$ cat src/rtl/a12_pkg.sv
package a12_pkg;
  typedef enum logic [1:0] {
    FK_NONE   = 2'd0,
    FK_NAME   = 2'd1,
    FK_BG_PAT = 2'd2,
    FK_SP_PAT = 2'd3
  } fetch_kind_e;
endpackage

$ cat src/rtl/a12_fetch_decode.sv
module a12_fetch_decode
  import a12_pkg::*;
#(
  parameter int DOT_W         = 9,
  parameter int VIS_DOTS      = 256,
  parameter int SLOT_DOTS     = 8,
  parameter int N_SLOTS       = 8,
  parameter int PRE_GROUPS    = 2,
  parameter int DOTS_PER_LINE = 341,
  localparam int SLOT_W       = $clog2(N_SLOTS)
) (
  input  logic [DOT_W-1:0]  dot_i,
  output fetch_kind_e       kind_o,
  output logic [SLOT_W-1:0] slot_o
);
  localparam int SPR_END  = VIS_DOTS + N_SLOTS * SLOT_DOTS;
  localparam int PRE_END  = SPR_END + PRE_GROUPS * SLOT_DOTS;
  localparam int HALF     = SLOT_DOTS / 2;
  localparam int LAST_DOT = DOTS_PER_LINE - 1;

  always_comb begin
    int d;
    int ofs;
    d      = int'(dot_i);
    ofs    = d % SLOT_DOTS;
    kind_o = FK_NONE;
    slot_o = '0;
    if (d < VIS_DOTS || (d >= SPR_END && d < PRE_END)) begin
      kind_o = (ofs >= HALF) ? FK_BG_PAT : FK_NAME;
    end else if (d < SPR_END) begin
      kind_o = (ofs >= HALF) ? FK_SP_PAT : FK_NAME;
      slot_o = SLOT_W'((d - VIS_DOTS) / SLOT_DOTS);
    end else if (d <= LAST_DOT) begin
      // trailing dummy name fetches
      kind_o = FK_NAME;
    end
  end
endmodule

$ cat src/rtl/a12_src_mux.sv
module a12_src_mux
  import a12_pkg::*;
#(
  parameter int N_SLOTS = 8,
  parameter int TILE_W  = 8,
  localparam int SLOT_W = $clog2(N_SLOTS)
) (
  input  fetch_kind_e               kind_i,
  input  logic [SLOT_W-1:0]         slot_i,
  input  logic                      bg_tbl_i,
  input  logic                      spr_tbl_i,
  input  logic                      spr_tall_i,
  input  logic [N_SLOTS*TILE_W-1:0] tile_idx_i,
  output logic                      a12_o
);
  logic [N_SLOTS-1:0] tile_lsb;
  logic               unused_tile_hi;

  for (genvar k = 0; k < N_SLOTS; k++) begin : g_lsb
    assign tile_lsb[k] = tile_idx_i[k*TILE_W];
  end
  assign unused_tile_hi = ^tile_idx_i;

  always_comb begin
    unique case (kind_i)
      FK_BG_PAT: a12_o = bg_tbl_i;
      FK_SP_PAT: a12_o = spr_tall_i ? tile_lsb[slot_i] : spr_tbl_i;
      default:   a12_o = 1'b0;
    endcase
  end
endmodule

$ cat src/rtl/a12_gen.sv
module a12_gen
  import a12_pkg::*;
#(
  parameter int DOT_W         = 9,
  parameter int VIS_DOTS      = 256,
  parameter int SLOT_DOTS     = 8,
  parameter int N_SLOTS       = 8,
  parameter int PRE_GROUPS    = 2,
  parameter int DOTS_PER_LINE = 341,
  parameter int TILE_W        = 8,
  localparam int SLOT_W       = $clog2(N_SLOTS)
) (
  input  logic                      clk_i,
  input  logic                      rst_ni,
  input  logic [DOT_W-1:0]          dot_i,
  input  logic                      render_en_i,
  input  logic                      bg_tbl_i,
  input  logic                      spr_tbl_i,
  input  logic                      spr_tall_i,
  input  logic [N_SLOTS*TILE_W-1:0] tile_idx_i,
  input  logic                      vaddr12_i,
  output logic                      a12_o
);
  localparam int LAST_DOT = DOTS_PER_LINE - 1;

  fetch_kind_e       kind_w;
  logic [SLOT_W-1:0] slot_w;
  logic              fetch_a12;

  a12_fetch_decode #(
    .DOT_W(DOT_W), .VIS_DOTS(VIS_DOTS), .SLOT_DOTS(SLOT_DOTS),
    .N_SLOTS(N_SLOTS), .PRE_GROUPS(PRE_GROUPS), .DOTS_PER_LINE(DOTS_PER_LINE)
  ) u_dec (
    .dot_i (dot_i),
    .kind_o(kind_w),
    .slot_o(slot_w)
  );

  a12_src_mux #(
    .N_SLOTS(N_SLOTS), .TILE_W(TILE_W)
  ) u_mux (
    .kind_i    (kind_w),
    .slot_i    (slot_w),
    .bg_tbl_i  (bg_tbl_i),
    .spr_tbl_i (spr_tbl_i),
    .spr_tall_i(spr_tall_i),
    .tile_idx_i(tile_idx_i),
    .a12_o     (fetch_a12)
  );

  always_ff @(posedge clk_i or negedge rst_ni) begin
    if (!rst_ni)          a12_o <= 1'b0;
    else if (render_en_i) a12_o <= fetch_a12;
    else                  a12_o <= vaddr12_i;
  end


  off_follow_chk: assert property (@(posedge clk_i) disable iff (!rst_ni)
    !render_en_i |=> a12_o == $past(vaddr12_i));


  name_low_chk: assert property (@(posedge clk_i) disable iff (!rst_ni)
    (render_en_i && kind_w == FK_NAME) |=> !a12_o);


  bg_sel_chk: assert property (@(posedge clk_i) disable iff (!rst_ni)
    (render_en_i && kind_w == FK_BG_PAT) |=> a12_o == $past(bg_tbl_i));


  spr_short_chk: assert property (@(posedge clk_i) disable iff (!rst_ni)
    (render_en_i && kind_w == FK_SP_PAT && !spr_tall_i) |=> a12_o == $past(spr_tbl_i));


  spr_tall_chk: assert property (@(posedge clk_i) disable iff (!rst_ni)
    (render_en_i && kind_w == FK_SP_PAT && spr_tall_i)
      |=> a12_o == $past(tile_idx_i[slot_w*TILE_W]));


  past_line_chk: assert property (@(posedge clk_i) disable iff (!rst_ni)
    (render_en_i && int'(dot_i) > LAST_DOT) |=> !a12_o);


  always_comb begin
    if (!rst_ni) begin
      rst_low_chk: assert (a12_o == 1'b0 || $isunknown(a12_o));
    end
  end
endmodule

$ cat config.mk
export PLATFORM = sky130hd
export DESIGN_NAME = a12_gen
export DESIGN_NICKNAME = d
export VERILOG_FILES = /design/src/rtl/a12_pkg.sv /design/src/rtl/a12_fetch_decode.sv /design/src/rtl/a12_src_mux.sv /design/src/rtl/a12_gen.sv
export SDC_FILE = /design/constraint.sdc
export NUM_CORES = 1
export LEC_CHECK = 0
export BUFFER_PORTS_ARGS = -buffer_cell sky130_fd_sc_hd__buf_2
export CAP_MARGIN = 20
export CORE_MARGIN = 10
export CORE_UTILIZATION = 21
export CTS_CLUSTER_DIAMETER = 120
export DETAILED_ROUTE_END_ITERATION = 8
export GPL_ROUTABILITY_DRIVEN = 1
export HOLD_SLACK_MARGIN = 0.06
export PLACE_DENSITY = 0.84
export SYNTH_ARGS = -nofsm -noshare
export SYNTH_HDL_FRONTEND = slang
export SYNTH_SLANG_ARGS = --single-unit
export TNS_END_PERCENT = 10
$ cat constraint.sdc
create_clock -name clk_i -period 0.9 [get_ports clk_i]
set_input_delay 0.09 -clock clk_i [delete_from_list [all_inputs] [get_ports clk_i]]
set_output_delay 0.09 -clock clk_i [all_outputs]
set_load 0.01 [all_outputs]
# Word-level counts from Yosys, hierarchy flattened

Index checks and enable logic that the tools add are counted.

Flip-flop bits (word level): 1

Add/sub/neg operators: 2
Order comparisons: 7
Eq/ne operators: 2
Multiplexer cells: 12
Bitwise logic cells: 1
Reductions and logical operators: 3

Operator list:

| operator                                                             | count |
|---|---|
| 9-bit < comparator, second input constant                            | 3 |
| 9-bit by 9-bit subtractor with 10-bit output, second input constant  | 1 |
| 9-bit greater-or-equal comparator, second input constant             | 1 |
| 9-bit <= comparator, second input constant                           | 1 |
| 2-bit 2-to-1 mux                                                     | 4 |
| 3-bit 2-to-1 mux                                                     | 2 |
| 2-bit equality test, second input constant                           | 2 |
| 3-bit by 4-bit < comparator with 1-bit output, second input constant | 1 |
| 1-bit 2-to-1 mux                                                     | 4 |
| 3-bit by 1-bit adder with 3-bit output                               | 1 |
| 1-bit binary-select mux with 3-bit select                            | 1 |
| 3-bit greater-or-equal comparator, second input constant             | 1 |
| 3-bit OR reduction                                                   | 1 |
| 1-bit case mux with 2 select lines                                   | 1 |
| 1-bit bitwise AND                                                    | 1 |
| 1-bit logical AND                                                    | 1 |
| 1-bit logical OR                                                     | 1 |

# Depth between registers and ports, before layout

Depth after elaboration: 11
Gate-level depth with buffers: 8

# By module

Synthesis repeated with hierarchy kept, for this count alone.

Cell total of the unflattened synthesis: 35
Area, all modules: 299.0 µm²

By module, submodules not included:

| module           | instances | cells an instance | area an instance (µm²) |
|---|---|---|---|
| a12_fetch_decode | 1         | 22                | 156.4 |
| a12_src_mux      | 1         | 11                | 102.6 |
| a12_gen          | 1         | 2                 | 40.0 |

# Worst setup path before layout

OpenSTA, ideal clock, no wires.

Path kind: in2reg
Start point: input port dot_i[1]
End point: register a12_o
Setup time: 126 ps
Data arrival time: 1,662 ps
Data required time: 774 ps
Path slack: -888 ps
Stages on the path: 7
Buffers on the path: 0
Path through: nor3_1 > nor2_1 > ha_1 > nor4bb_1 > and2b_1 > o221a_1 > o32a_1

Cells in the longest elaborated chain, start to end: 11

RTL lines:

| item                                             | RTL line               | RTL |
|---|---|---|
| start, declared                                  | a12_gen.sv:15          | `input logic [DOT_W-1:0] dot_i,` |
| 9-bit by 9-bit subtractor with 10-bit output     | a12_fetch_decode.sv:32 | `slot_o = SLOT_W'((d - VIS_DOTS) / SLOT_DOTS);` |
| 3-bit OR reduction (no line)                     | -                      |  |
| 1-bit bitwise AND (no line)                      | -                      |  |
| 3-bit by 1-bit adder with 3-bit output (no line) | -                      |  |
| 3-bit 2-to-1 mux                                 | a12_fetch_decode.sv:30 | `end else if (d < SPR_END) begin` |
| 3-bit 2-to-1 mux                                 | a12_fetch_decode.sv:28 | `if (d < VIS_DOTS \|\| (d >= SPR_END && d < PRE_END)) begin` |
| 1-bit binary-select mux with 3-bit select        | a12_src_mux.sv:27      | `FK_SP_PAT: a12_o = spr_tall_i ? tile_lsb[slot_i] : spr_tbl_i;` |
| 1-bit 2-to-1 mux (not written as such)           | a12_src_mux.sv:27      |  |
| 1-bit 2-to-1 mux                                 | a12_src_mux.sv:27      |  |
| 1-bit case mux with 2 select lines (*)           | a12_src_mux.sv:25      | `unique case (kind_i)` |
| 1-bit 2-to-1 mux (*)                             | a12_gen.sv:53          | `else if (render_en_i) a12_o <= fetch_a12;` |
| end signal, assigned                             | a12_gen.sv:53          |  |
| end signal, assigned                             | a12_gen.sv:54          | `else a12_o <= vaddr12_i;` |
| end, declared                                    | a12_gen.sv:22          | `output logic a12_o` |

Every way passes the cells marked *; elsewhere a longest branch is shown, timed or not. The select of a mux whose other input is x is not followed.

# Final worst setup path

Start point: input port dot_i[0]
End point: register a12_o

Same word-level chain as after synthesis.

==> impl_metrics.env <==
export IMPL_syn_inst=35
export IMPL_post_place_cells=87
export IMPL_worst_setup_path_start_kind="primary input"
export IMPL_synth_cell_types=28
export IMPL_violations="negative setup slack"
export IMPL_drt_pass1_iter_count=4
export IMPL_switching_share_pct=33.85
export IMPL_place_area_sq_um=539.3
export IMPL_core_sq_mm=0.001301
export IMPL_nNetsFinal=157
export IMPL_path_cells="buf_6 > nor3_4 > nor2_1 > ha_1 > or3b_4 > o22a_1 > o221a_1 > o32a_1"
export IMPL_fmax_ghz=0.5025
export IMPL_via_count=442
export IMPL_grt_setup_unrepaired="true"
export IMPL_period_minus_slack_ns=1.990
export IMPL_fill_cells=133
export IMPL_mappedNetlistArea_sq_um=291.5
export IMPL_status="complete, but fails checks"
export IMPL_die_area_sq_mm=0.003279
export IMPL_cp_data_required_time_ns=0.77
export IMPL_num_io_pins=81
export IMPL_final_area_sq_um=579.3
export IMPL_die_y_um=57.26
export IMPL_syn_area_per_cell_sq_um=8.329
export IMPL_drt_initial_drc_count=6
export IMPL_yosysTopAreaCellShare_pct=8.584
export IMPL_yosysWarnings=0
export IMPL_setup_viol=1
export IMPL_fin_cells=88
export IMPL_ir_drop_mv=0.1647
export IMPL_clkPwrFrac_pct=0
export IMPL_power_density_mw_per_mm2=520.9
export IMPL_gr_total_overflow=0
export IMPL_crit_type="primary input to register"
export IMPL_arrival_ns=1.86
export IMPL_area_growth_pct=98.71
export IMPL_cp_slowest_cell="or3b_4"
export IMPL_post_route_drc_count=0
export IMPL_fp_row_count=13
export IMPL_ys_flop_type="dfrtp_1"
export IMPL_leakage_nw=0.2894
export IMPL_synthTopCellsByCount="4 x a21oi_1, 2 x and2b_1, 2 x ha_1, 2 x inv_1, 2 x o21ai_0"
export IMPL_slew_violations=0
export IMPL_pre_cts_ws_ns=-1.074
export IMPL_seqPwrFrac_pct=16.8
export IMPL_place_congestion=0.8147
export IMPL_portBuffers=24
export IMPL_grt_use_total_pct=7.381
export IMPL_ys_async_sr_fraction_pct=100.0
export IMPL_hold_violations=0
export IMPL_largest_reg_flops=1
export IMPL_hold_ws_ns=0.4060
export IMPL_cp_top_family="compound AO/OA/AOI/OAI gates"
export IMPL_ys_seq_area_share_pct=8.584
export IMPL_yosys_top_cells_area="dfrtp_1 8.6%, ha_1 8.6%, a21oi_1 6.9%"
export IMPL_worst_pin_slew_ns=0.3129
export IMPL_ys_ff_latch=1
export IMPL_clk_pin_slew_worst_paths_ns=0
export IMPL_die_w_um=57.26
export IMPL_p_int_w=0.0001996
export IMPL_avgViaCountPerCell=5.023
export IMPL_antenna_found_initial=0
export IMPL_synth_most_common_cell="a21oi_1"
export IMPL_synth_edff_count=0
export IMPL_slowest_delay_ns=0.40
export IMPL_reg_top3="a12_o x1"
export IMPL_pwr_share_comb_pct=83.2
export IMPL_p_switching_w=0.0001022
export IMPL_dp_hpwl_um=1084
export IMPL_insertedDiodeCount=0
export IMPL_drive_gt1_share_pct=58.90
export IMPL_final_period_utilization_pct=221.1
export IMPL_regMostFlops="a12_o"
export IMPL_drt_total_wl_um=1309
export IMPL_grt_max_degree=6
export IMPL_slew_headroom_pct=79.09
export IMPL_grt_pass1_wl_um=2145
export IMPL_syn_nets=117
export IMPL_crit_buf_inv=1
export IMPL_cp_end_kind="register"
export IMPL_wl_per_cell_um=14.88
export IMPL_detail_route_antenna_nets=0
export IMPL_grt_pass1_vias=484
export IMPL_hp_class="primary input to async pin"
export IMPL_yosysTopAreaCell="dfrtp_1"
export IMPL_drv_cap=0
export IMPL_start_util_pct=22.40
export IMPL_crit_fanout=3
export IMPL_setup_ws_ns=-1.090
-- stage by stage --
step / TNS [ns] / utilization, % / power, W
after floorplan: -0.8672 / - / 0.0001378
after global placement: -1.006 / 41.44 / 0.0002695
after detailed placement: -1.074 / 41.44 / 0.0002762
after CTS: -1.058 / 43.85 / 0.0002926
after global routing: -1.156 / 44.52 / 0.0003280
final: -1.090 / 44.52 / 0.0003018
-- cell families (layout without fill, tap and decap cells) --
group	count (synthesis)	after routing	synth area share, %
DFF	1	1	8.582
adders and majority gates	2	2	8.582
xor gates and xnor gates	1	1	3.005
buffers and inverters	2	40	2.576
muxes	1	1	3.862
AOI/OAI and AO/OA	16	16	44.21
and+or+nand+nor	12	12	29.18
-- cell usage in the layout (no fill, tap or decap), types with 2 or more instances in the layout --
master	n
buf_6	2
inv_1	2
buf_2	22
ha_1	2
a21oi_1	4
o21ai_0	2
and2b_1	2
buf_4	13
-- layer usage --
| layer | global-route usage, % | share of wire (%) | vias up |
|---|---|---|---|
| met5 | 0 | 0 | - |
| met4 | 0 | 0 | 0 |
| met3 | 1.327 | 5.0 | 0 |
| met2 | 14.26 | 55 | 11 |
| met1 | 8.557 | 40 | 207 |
| li1 | - | - | 224 |
-- worst max-delay path by stage --
stage	startpoint	endpoint	slack (ns)	cells after the start
2_1_floorplan	dot_i[1]	a12_o	-0.87	7
3_3_place_gp	dot_i[1]	a12_o	-1.01	8
3_5_place_dp	dot_i[1]	a12_o	-1.07	8
4_1_cts	dot_i[0]	a12_o	-1.06	8
5_1_grt	dot_i[0]	a12_o	-1.16	8
6_report	dot_i[0]	a12_o	-1.09	8
-- area by class of cell --
type / count / area [sq um] / share of cell area, %
inverters: 2 / 7.507 / 1.296
multi-input cells: 32 / 287.8 / 49.68
flip-flops and latches: 1 / 25.02 / 4.320
well taps: 15 / 18.77 / 3.240
repair buffers: 38 / 240.2 / 41.47
-- power by group through the flow --
stage               Sequential, W  Combinational [W]  Clock (W)
global placement        0.0000509           0.000219          0
global route            0.0000509           0.000277          0
finish                  0.0000507           0.000251          0
floorplan               0.0000537          0.0000842          0
detailed placement      0.0000507           0.000226          0
CTS                     0.0000507           0.000242          0
-- what timing repair did --
| item | in CTS | in global routing |
|---|---|---|
| pin swaps | 2 | 0 |
| hold endpoints to repair | 1 | 0 |
| hold buffers | 1 | 0 |
| buffers inserted | 0 | 0 |
| resized for setup | 4 | 1 |
| endpoints found under the setup margin | 1 | 1 |
Power figures use the tool's default switching activity.
